==> config.mk <==
export PLATFORM = sky130hd
export DESIGN_NAME = interval_timer_ch
export DESIGN_NICKNAME = d
export VERILOG_FILES = /design/src/rtl/itc_pkg.sv /design/src/rtl/itc_ctl.sv /design/src/rtl/itc_counter.sv /design/src/rtl/itc_out.sv /design/src/rtl/interval_timer_ch.sv
export SDC_FILE = /design/constraint.sdc
export NUM_CORES = 1
export LEC_CHECK = 0
export CAP_MARGIN = 10
export CORE_MARGIN = 2
export CORE_UTILIZATION = 50
export CTS_CLUSTER_DIAMETER = 60
export DETAILED_ROUTE_END_ITERATION = 8
export DONT_BUFFER_PORTS = 1
export GPL_TIMING_DRIVEN = 0
export PLACE_DENSITY = 0.69
export SLEW_MARGIN = 20
export SYNTH_ARGS = -nofsm -noshare
export SYNTH_HDL_FRONTEND = slang
export SYNTH_SLANG_ARGS = --single-unit
==> constraint.sdc <==
create_clock -name clk -period 4.55 [get_ports clk]
set_clock_uncertainty 0.05 [all_clocks]
set_input_delay 0.91 -clock clk [delete_from_list [all_inputs] [get_ports clk]]
set_output_delay 0.91 -clock clk [all_outputs]
set_load 0.02 [all_outputs]
==> src/rtl/itc_pkg.sv <==
package itc_pkg;
  typedef enum logic [1:0] {
    ACT_HOLD = 2'd0,
    ACT_LOAD = 2'd1,
    ACT_DEC  = 2'd2
  } cnt_act_e;
endpackage

==> src/rtl/itc_ctl.sv <==
module itc_ctl (
  input  logic clk,
  input  logic rst_n,
  input  logic start_trig,
  input  logic stop_trig,
  input  logic cnt_tick,
  output logic run_q,
  output logic first_q,
  output logic step
);
  logic run_d, first_d;

  // a tick counts only while running and not being stopped this cycle
  assign step = run_q & cnt_tick & ~stop_trig;

  always_comb begin
    run_d   = run_q;
    first_d = first_q;
    if (stop_trig) begin
      run_d   = 1'b0;
      first_d = 1'b0;
    end else if (start_trig) begin
      run_d   = 1'b1;
      first_d = 1'b1;
    end else if (step) begin
      first_d = 1'b0;
    end
  end

  always_ff @(posedge clk or negedge rst_n) begin
    if (!rst_n) begin
      run_q   <= 1'b0;
      first_q <= 1'b0;
    end else begin
      run_q   <= run_d;
      first_q <= first_d;
    end
  end
endmodule

==> src/rtl/itc_counter.sv <==
module itc_counter #(
  parameter int CNT_W = 16
) (
  input  logic             clk,
  input  logic             rst_n,
  input  logic             step,
  input  logic             first_q,
  input  logic             irq_at_start,
  input  logic             period_we,
  input  logic [CNT_W-1:0] period_wdata,
  output logic [CNT_W-1:0] count_q,
  output logic             fire,
  output logic             irq_q
);
  import itc_pkg::*;

  localparam logic [CNT_W-1:0] ZERO = '0;
  localparam logic [CNT_W-1:0] ONE  = {{(CNT_W-1){1'b0}}, 1'b1};

  logic [CNT_W-1:0] period_q, period_d, count_d;
  logic             at_zero;
  cnt_act_e         act;

  assign at_zero = (count_q == ZERO);

  always_comb begin
    act  = ACT_HOLD;
    fire = 1'b0;
    if (step) begin
      if (first_q) begin
        act  = ACT_LOAD;
        fire = irq_at_start;
      end else if (at_zero) begin
        act  = ACT_LOAD;
        fire = 1'b1;
      end else begin
        act  = ACT_DEC;
      end
    end
  end

  always_comb begin
    case (act)
      ACT_LOAD: count_d = period_q;
      ACT_DEC:  count_d = count_q - ONE;
      default:  count_d = count_q;
    endcase
    period_d = period_we ? period_wdata : period_q;
  end

  always_ff @(posedge clk or negedge rst_n) begin
    if (!rst_n) begin
      count_q  <= ZERO;
      period_q <= ZERO;
      irq_q    <= 1'b0;
    end else begin
      count_q  <= count_d;
      period_q <= period_d;
      irq_q    <= fire;
    end
  end
endmodule

==> src/rtl/itc_out.sv <==
module itc_out (
  input  logic clk,
  input  logic rst_n,
  input  logic fire,
  input  logic lvl_we,
  input  logic lvl_wdata,
  input  logic oe_we,
  input  logic oe_wdata,
  output logic lvl_q,
  output logic oe_q,
  output logic wave_o
);
  logic lvl_d, oe_d;

  always_comb begin
    lvl_d = lvl_q;
    if (lvl_we)    lvl_d = lvl_wdata;
    else if (fire) lvl_d = ~lvl_q;
    oe_d = oe_we ? oe_wdata : oe_q;
  end

  always_ff @(posedge clk or negedge rst_n) begin
    if (!rst_n) begin
      lvl_q <= 1'b0;
      oe_q  <= 1'b0;
    end else begin
      lvl_q <= lvl_d;
      oe_q  <= oe_d;
    end
  end

  assign wave_o = oe_q & lvl_q;
endmodule

==> src/rtl/interval_timer_ch.sv <==
module interval_timer_ch #(
  parameter int CNT_W = 16
) (
  input  logic             clk,
  input  logic             rst_n,
  input  logic             cnt_tick,
  input  logic             period_we,
  input  logic [CNT_W-1:0] period_wdata,
  input  logic             start_trig,
  input  logic             stop_trig,
  input  logic             irq_at_start,
  input  logic             lvl_we,
  input  logic             lvl_wdata,
  input  logic             oe_we,
  input  logic             oe_wdata,
  output logic [CNT_W-1:0] count_q,
  output logic             run_q,
  output logic             irq_o,
  output logic             lvl_q,
  output logic             oe_q,
  output logic             wave_o
);
  logic first_q, step, fire;

  itc_ctl u_ctl (
    .clk(clk), .rst_n(rst_n), .start_trig(start_trig), .stop_trig(stop_trig),
    .cnt_tick(cnt_tick), .run_q(run_q), .first_q(first_q), .step(step)
  );

  itc_counter #(.CNT_W(CNT_W)) u_cnt (
    .clk(clk), .rst_n(rst_n), .step(step), .first_q(first_q),
    .irq_at_start(irq_at_start), .period_we(period_we),
    .period_wdata(period_wdata), .count_q(count_q), .fire(fire), .irq_q(irq_o)
  );

  itc_out u_out (
    .clk(clk), .rst_n(rst_n), .fire(fire), .lvl_we(lvl_we),
    .lvl_wdata(lvl_wdata), .oe_we(oe_we), .oe_wdata(oe_wdata),
    .lvl_q(lvl_q), .oe_q(oe_q), .wave_o(wave_o)
  );
endmodule

Yosys cells after proc, flatten, opt, wreduce, memory -nomap -nowiden
Cells that the tools add are included.

storage, ports and cells
  word-level logic and storage cells = 34
  bits in registers = 37
  input bits = 27
  output and inout bits = 21

operators by class
  bitwise gates (word level) = 5
  muxes and demuxes = 14
  reductions and logical operators = 5
  eq/ne operators = 2
  $add $sub $neg = 1

operator list
  kind                                                                   number
  16-bit one-hot mux with 2 select lines                                 1
  16-bit logical NOT                                                     1
  16-bit by 1-bit subtractor with 16-bit output (second input constant)  1
  1-bit 2-to-1 mux                                                       10
  2-bit 2-to-1 mux                                                       3
  2-bit nonzero test                                                     3
  1-bit bitwise AND                                                      3
  3-bit nonzero test                                                     1
  2-bit by 1-bit == test with 1-bit output (second input constant)       1
  2-bit == test (second input constant)                                  1
  1-bit NOT                                                              2

Logic depth before layout (Yosys ltp)
  word-level depth = 6
  mapped depth = 11

By module
From an unflattened synthesis, not the netlist that was laid out.

second synthesis, totals
  cell total of the unflattened synthesis = 170
  area total of the unflattened synthesis = 1879.3 µm²

by module, submodules not included
  module       cells an instance  instances  seq. area each (µm²)  area each (µm²)
  itc_counter  155                1          825.8                 1706.6
  itc_out      7                  1          50.0                  90.1
  itc_ctl      8                  1          50.0                  82.6

Worst setup path before layout
OpenSTA, ideal clock, no wires.

  path type = register to register
  start = reg u_cnt.count_q[0]
  end = reg u_cnt.count_q[5]
  buffers on the path = 2
  library setup time = 0.128 ns
  arrival = 2.445 ns
  period minus slack after synthesis = 2.623 ns
  data required time = 4.372 ns
  stages on the path, launching flop included = 12
  path slack = 1.927 ns
  cell sequence = dfrtp_1 -> inv_1 -> ha_1 -> nor4b_1 -> and4_1 -> nor4_1 -> ha_1 -> clkbuf_1 -> clkbuf_1 -> o21ai_0 -> a21oi_1 -> a21oi_1

between the ends
  word-level cells in the longest chain between the ends = 6

RTL lines
  item                                                                          line               RTL
  start, declared                                                               itc_counter.sv:11  output logic [CNT_W-1:0] count_q,
  start signal, assigned                                                        itc_counter.sv:57  count_q <= count_d;
  16-bit logical NOT                                                            itc_counter.sv:24  assign at_zero = (count_q == ZERO);
  2-bit 2-to-1 mux                                                              itc_counter.sv:33  end else if (at_zero) begin
  2-bit 2-to-1 mux                                                              itc_counter.sv:30  if (first_q) begin
  2-bit 2-to-1 mux                                                              itc_counter.sv:29  if (step) begin
  2-bit == test or 2-bit by 1-bit == test with 1-bit output (tied branches)     itc_counter.sv:43  case (act)
  16-bit one-hot mux with 2 select lines or 2-bit nonzero test (tied branches)  --

Parallel ways exist; a longest one is shown, timed or not.
A chain may end at the register's enable or synchronous reset.

Final worst setup path
Same ends and word-level chain as after synthesis.

==> flow_summary.json <==
{
  "grt_pass1_vias": 1470,
  "vdd_ir_drop_max_v": 0.000324,
  "synth.distinct_cells": 44,
  "dieArea_mm2": 0.00427,
  "synthAdderAreaFrac_pct": 1.99,
  "max_freq_mhz": 314,
  "ys_warn_count": 0,
  "tightest_slew_ns": 0.639,
  "root_buffer": "clkbuf_8",
  "seq_area_frac_synth_pct": 49.2,
  "muxShareOfSynthArea_pct": 11.2,
  "crit_buf_inv": 3,
  "drt.antenna.violating_nets": 0,
  "die_h_um": 65.4,
  "fin_nets": 214,
  "setup_viol": 0,
  "synth-simple-area-share_pct": 17.1,
  "grtUsageMet2_pct": 36.4,
  "period_minus_slack_ns": 3.19,
  "avgViaCountPerCell": 6.51,
  "grt_usage_pct": 21.4,
  "final_cells": 232,
  "worstSetupPathType": "reg -> reg",
  "synth_top_area_cell": "dfrtp_1",
  "drv_slew": 0,
  "path_cells": "inv_1, ha_1, nor4b_1, and4_1, nor4_1, ha_1, clkbuf_1, clkbuf_1, o21ai_0, a21oi_1, a21oi_1",
  "numCtsBuffers": 5,
  "antenna_found_initial": 0,
  "relSlewSlack_pct": 57.0,
  "place_congestion": 0.815,
  "drive_gt1_share_pct": 15.2,
  "io_pins": 48,
  "rr_endpoint": "u_cnt.count_q[5]$_DFFE_PN0P_",
  "r2r-start": "u_cnt.count_q[0]$_DFFE_PN0P_",
  "synth.area.top_cells": "dfrtp_1 49%, mux2_2 10%, a21oi_1 2.9%",
  "use_met1_pct": 24.7,
  "post_cts_buffers": 0,
  "hp-class": "in -> async",
  "die_w_um": 65.4,
  "rsz0062_at_grt": "false",
  "synth_edf_count": 0,
  "grt_max_degree": 38,
  "portBuffers": 0,
  "synth_top_area_share_pct": 49.2,
  "synth-compound-area-share_pct": 17.7,
  "worstPathRequired_ns": 4.66,
  "critPathLaunchType": "flop",
  "gr-total-overflow": 0,
  "drcViolationCount": 0,
  "r2r_cells": 11,
  "grt_use_met3_pct": 7.02,
  "cpLargestDelayFamily": "buffers and inverters",
  "syn_nets": 207,
  "cap_violations": 0,
  "cts_sinks": 37,
  "core_mm2": 0.00363,
  "drt-initial-drc-count": 54,
  "placementRows": 22,
  "synth-xor-area-share_pct": 0,
  "cts_tree": "built",
  "grt_busiest_layer": "met2",
  "hold_slack_ns": 0.263,
  "initial_core_util_pct": 51.8,
  "postCtsHoldBufs": 0,
  "synthCells": 177,
  "worst_skew_pair.late_latency_ns": 0.29,
  "h-tree-depth": 2,
  "worst_path_max_delay_cell": "dfrtp_1",
  "avgSynthCellArea_um2": 10.6,
  "synthArstFlopShare_pct": 100,
  "status": "completed",
  "p_leak_uw": 0.000763,
  "fillerInstances": 329,
  "r2r_setup_slack_ns": 1.36,
  "slowest_delay_ns": 0.55,
  "dp.cells": 225,
  "synth_seq_cells": 37,
  "grt_first_pass_wirelength_um": 6810,
  "synthFlopType": "dfrtp_1",
  "syn2layout_area_growth_pct": 7.78,
  "p_total_uw": 971,
  "drtPass1Iterations": 4,
  "cts.clk_slew.worst_paths_ns": 0.07,
  "synth_top_family_by_area": "compound AO/OA/AOI/OAI gates",
  "drt-total-wl_um": 4240,
  "dp_hpwl_um": 3070,
  "clockBufferDepth": 2,
  "route.vias.total": 1511,
  "syn_area_mm2": 0.00188,
  "tns_ns": 0,
  "cp_data_arrival_time_ns": 3.30,
  "finalHoldViolations": 0,
  "post-route-period-util_pct": 70.0,
  "wl_per_cell_um": 18.3,
  "p_per_area_mw_per_mm2": 479,
  "crit_path_end_kind": "flop",
  "post_cts_resized": 0,
  "cp_max_fo": 10,
  "diodes": 0
}
[cell families (layout without fill, tap and decap cells)]
group,Yosys count,in the layout
mux,19,19
flops,37,37
simple gates,58,58
buf+inv,12,19
fa+ha+maj,3,3
compound gates,48,48
[routing by layer]
layer	wire length [um]	vias up
met1	1660	746
met3	418	5
met5	0	-
met4	64	0
met2	2090	69
li1	-	691
[worst max-delay path by stage]
stage,startpoint,to,slack [ns],cells past startpoint
after detailed placement,u_cnt.count_q[0]$_DFFE_PN0P_,u_cnt.count_q[5]$_DFFE_PN0P_,1.42,11
after CTS,u_cnt.count_q[0]$_DFFE_PN0P_,u_cnt.count_q[5]$_DFFE_PN0P_,1.40,11
after global routing,u_cnt.count_q[0]$_DFFE_PN0P_,u_cnt.count_q[5]$_DFFE_PN0P_,1.04,11
after global placement,u_cnt.count_q[0]$_DFFE_PN0P_,u_cnt.count_q[5]$_DFFE_PN0P_,1.49,11
final,u_cnt.count_q[0]$_DFFE_PN0P_,u_cnt.count_q[5]$_DFFE_PN0P_,1.36,11
after floorplan,u_cnt.count_q[0]$_DFFE_PN0P_,u_cnt.count_q[5]$_DFFE_PN0P_,1.93,11
[through the flow]
stage | utilization [%] | cell area (um2) | worst slack, ns
2_1_floorplan | - | 1880 | 1.93
3_3_place_gp | 53.4 | 1940 | 1.49
3_5_place_dp | 53.4 | 1940 | 1.42
4_1_cts | 55.8 | 2030 | 1.40
5_1_grt | 55.8 | 2030 | 1.04
6_report | 55.8 | 2030 | 1.36
[area by class of cell]
| type | instances | area, um2 | area share, % |
|---|---|---|---|
| flip-flops and latches | 37 | 926 | 45.7 |
| multi-input cells | 128 | 903 | 44.5 |
| clock buffers | 7 | 86.3 | 4.26 |
| well taps | 48 | 60.1 | 2.96 |
| plain buffers | 8 | 37.5 | 1.85 |
| inverters | 4 | 15.0 | 0.740 |
[Yosys cell counts, types with 2 or more instances]
| cell | n |
|---|---|
| o41ai_1 | 3 |
| mux2_2 | 17 |
| nand2_1 | 11 |
| a2bb2oi_1 | 2 |
| or3_1 | 3 |
| clkbuf_1 | 7 |
| ha_1 | 3 |
| or4_4 | 2 |
| a22oi_1 | 4 |
| nand3_1 | 5 |
| nor2_1 | 13 |
| nand4_1 | 3 |
| nor4_1 | 4 |
| nor3b_1 | 2 |
| nor3_1 | 3 |
| o22a_1 | 4 |
| or4_1 | 2 |
| o211ai_1 | 2 |
| inv_1 | 3 |
| dfrtp_1 | 37 |
| o32ai_1 | 2 |
| a31oi_1 | 4 |
| a21oi_1 | 11 |
| o21ai_0 | 6 |
| nand2b_1 | 3 |
| mux2i_1 | 2 |
| o22ai_1 | 2 |
[state kept, by name, indices dropped and copies added (netlist names)]
register / flops
u_out.lvl_q: 1
u_out.oe_q: 1
u_cnt.irq_q: 1
u_ctl.run_q: 1
u_ctl.first_q: 1
u_cnt.period_q: 16
u_cnt.count_q: 16
[report_power, final]
part	switching (uW)	leakage (uW)	internal [uW]
sequential	170	0.000437	395
combinational	84.0	0.000282	94.4
clock	107	0.0000443	120
[cell usage in the layout (no fill, tap or decap), drive strengths merged, types with 5 or more instances in the layout]
cell     n
a21oi   11
dfrtp   37
nand3    5
o21ai    7
clkbuf  14
nand2   11
mux2    17
nor2    13
Note: power is estimated with default switching activity, not from simulation.
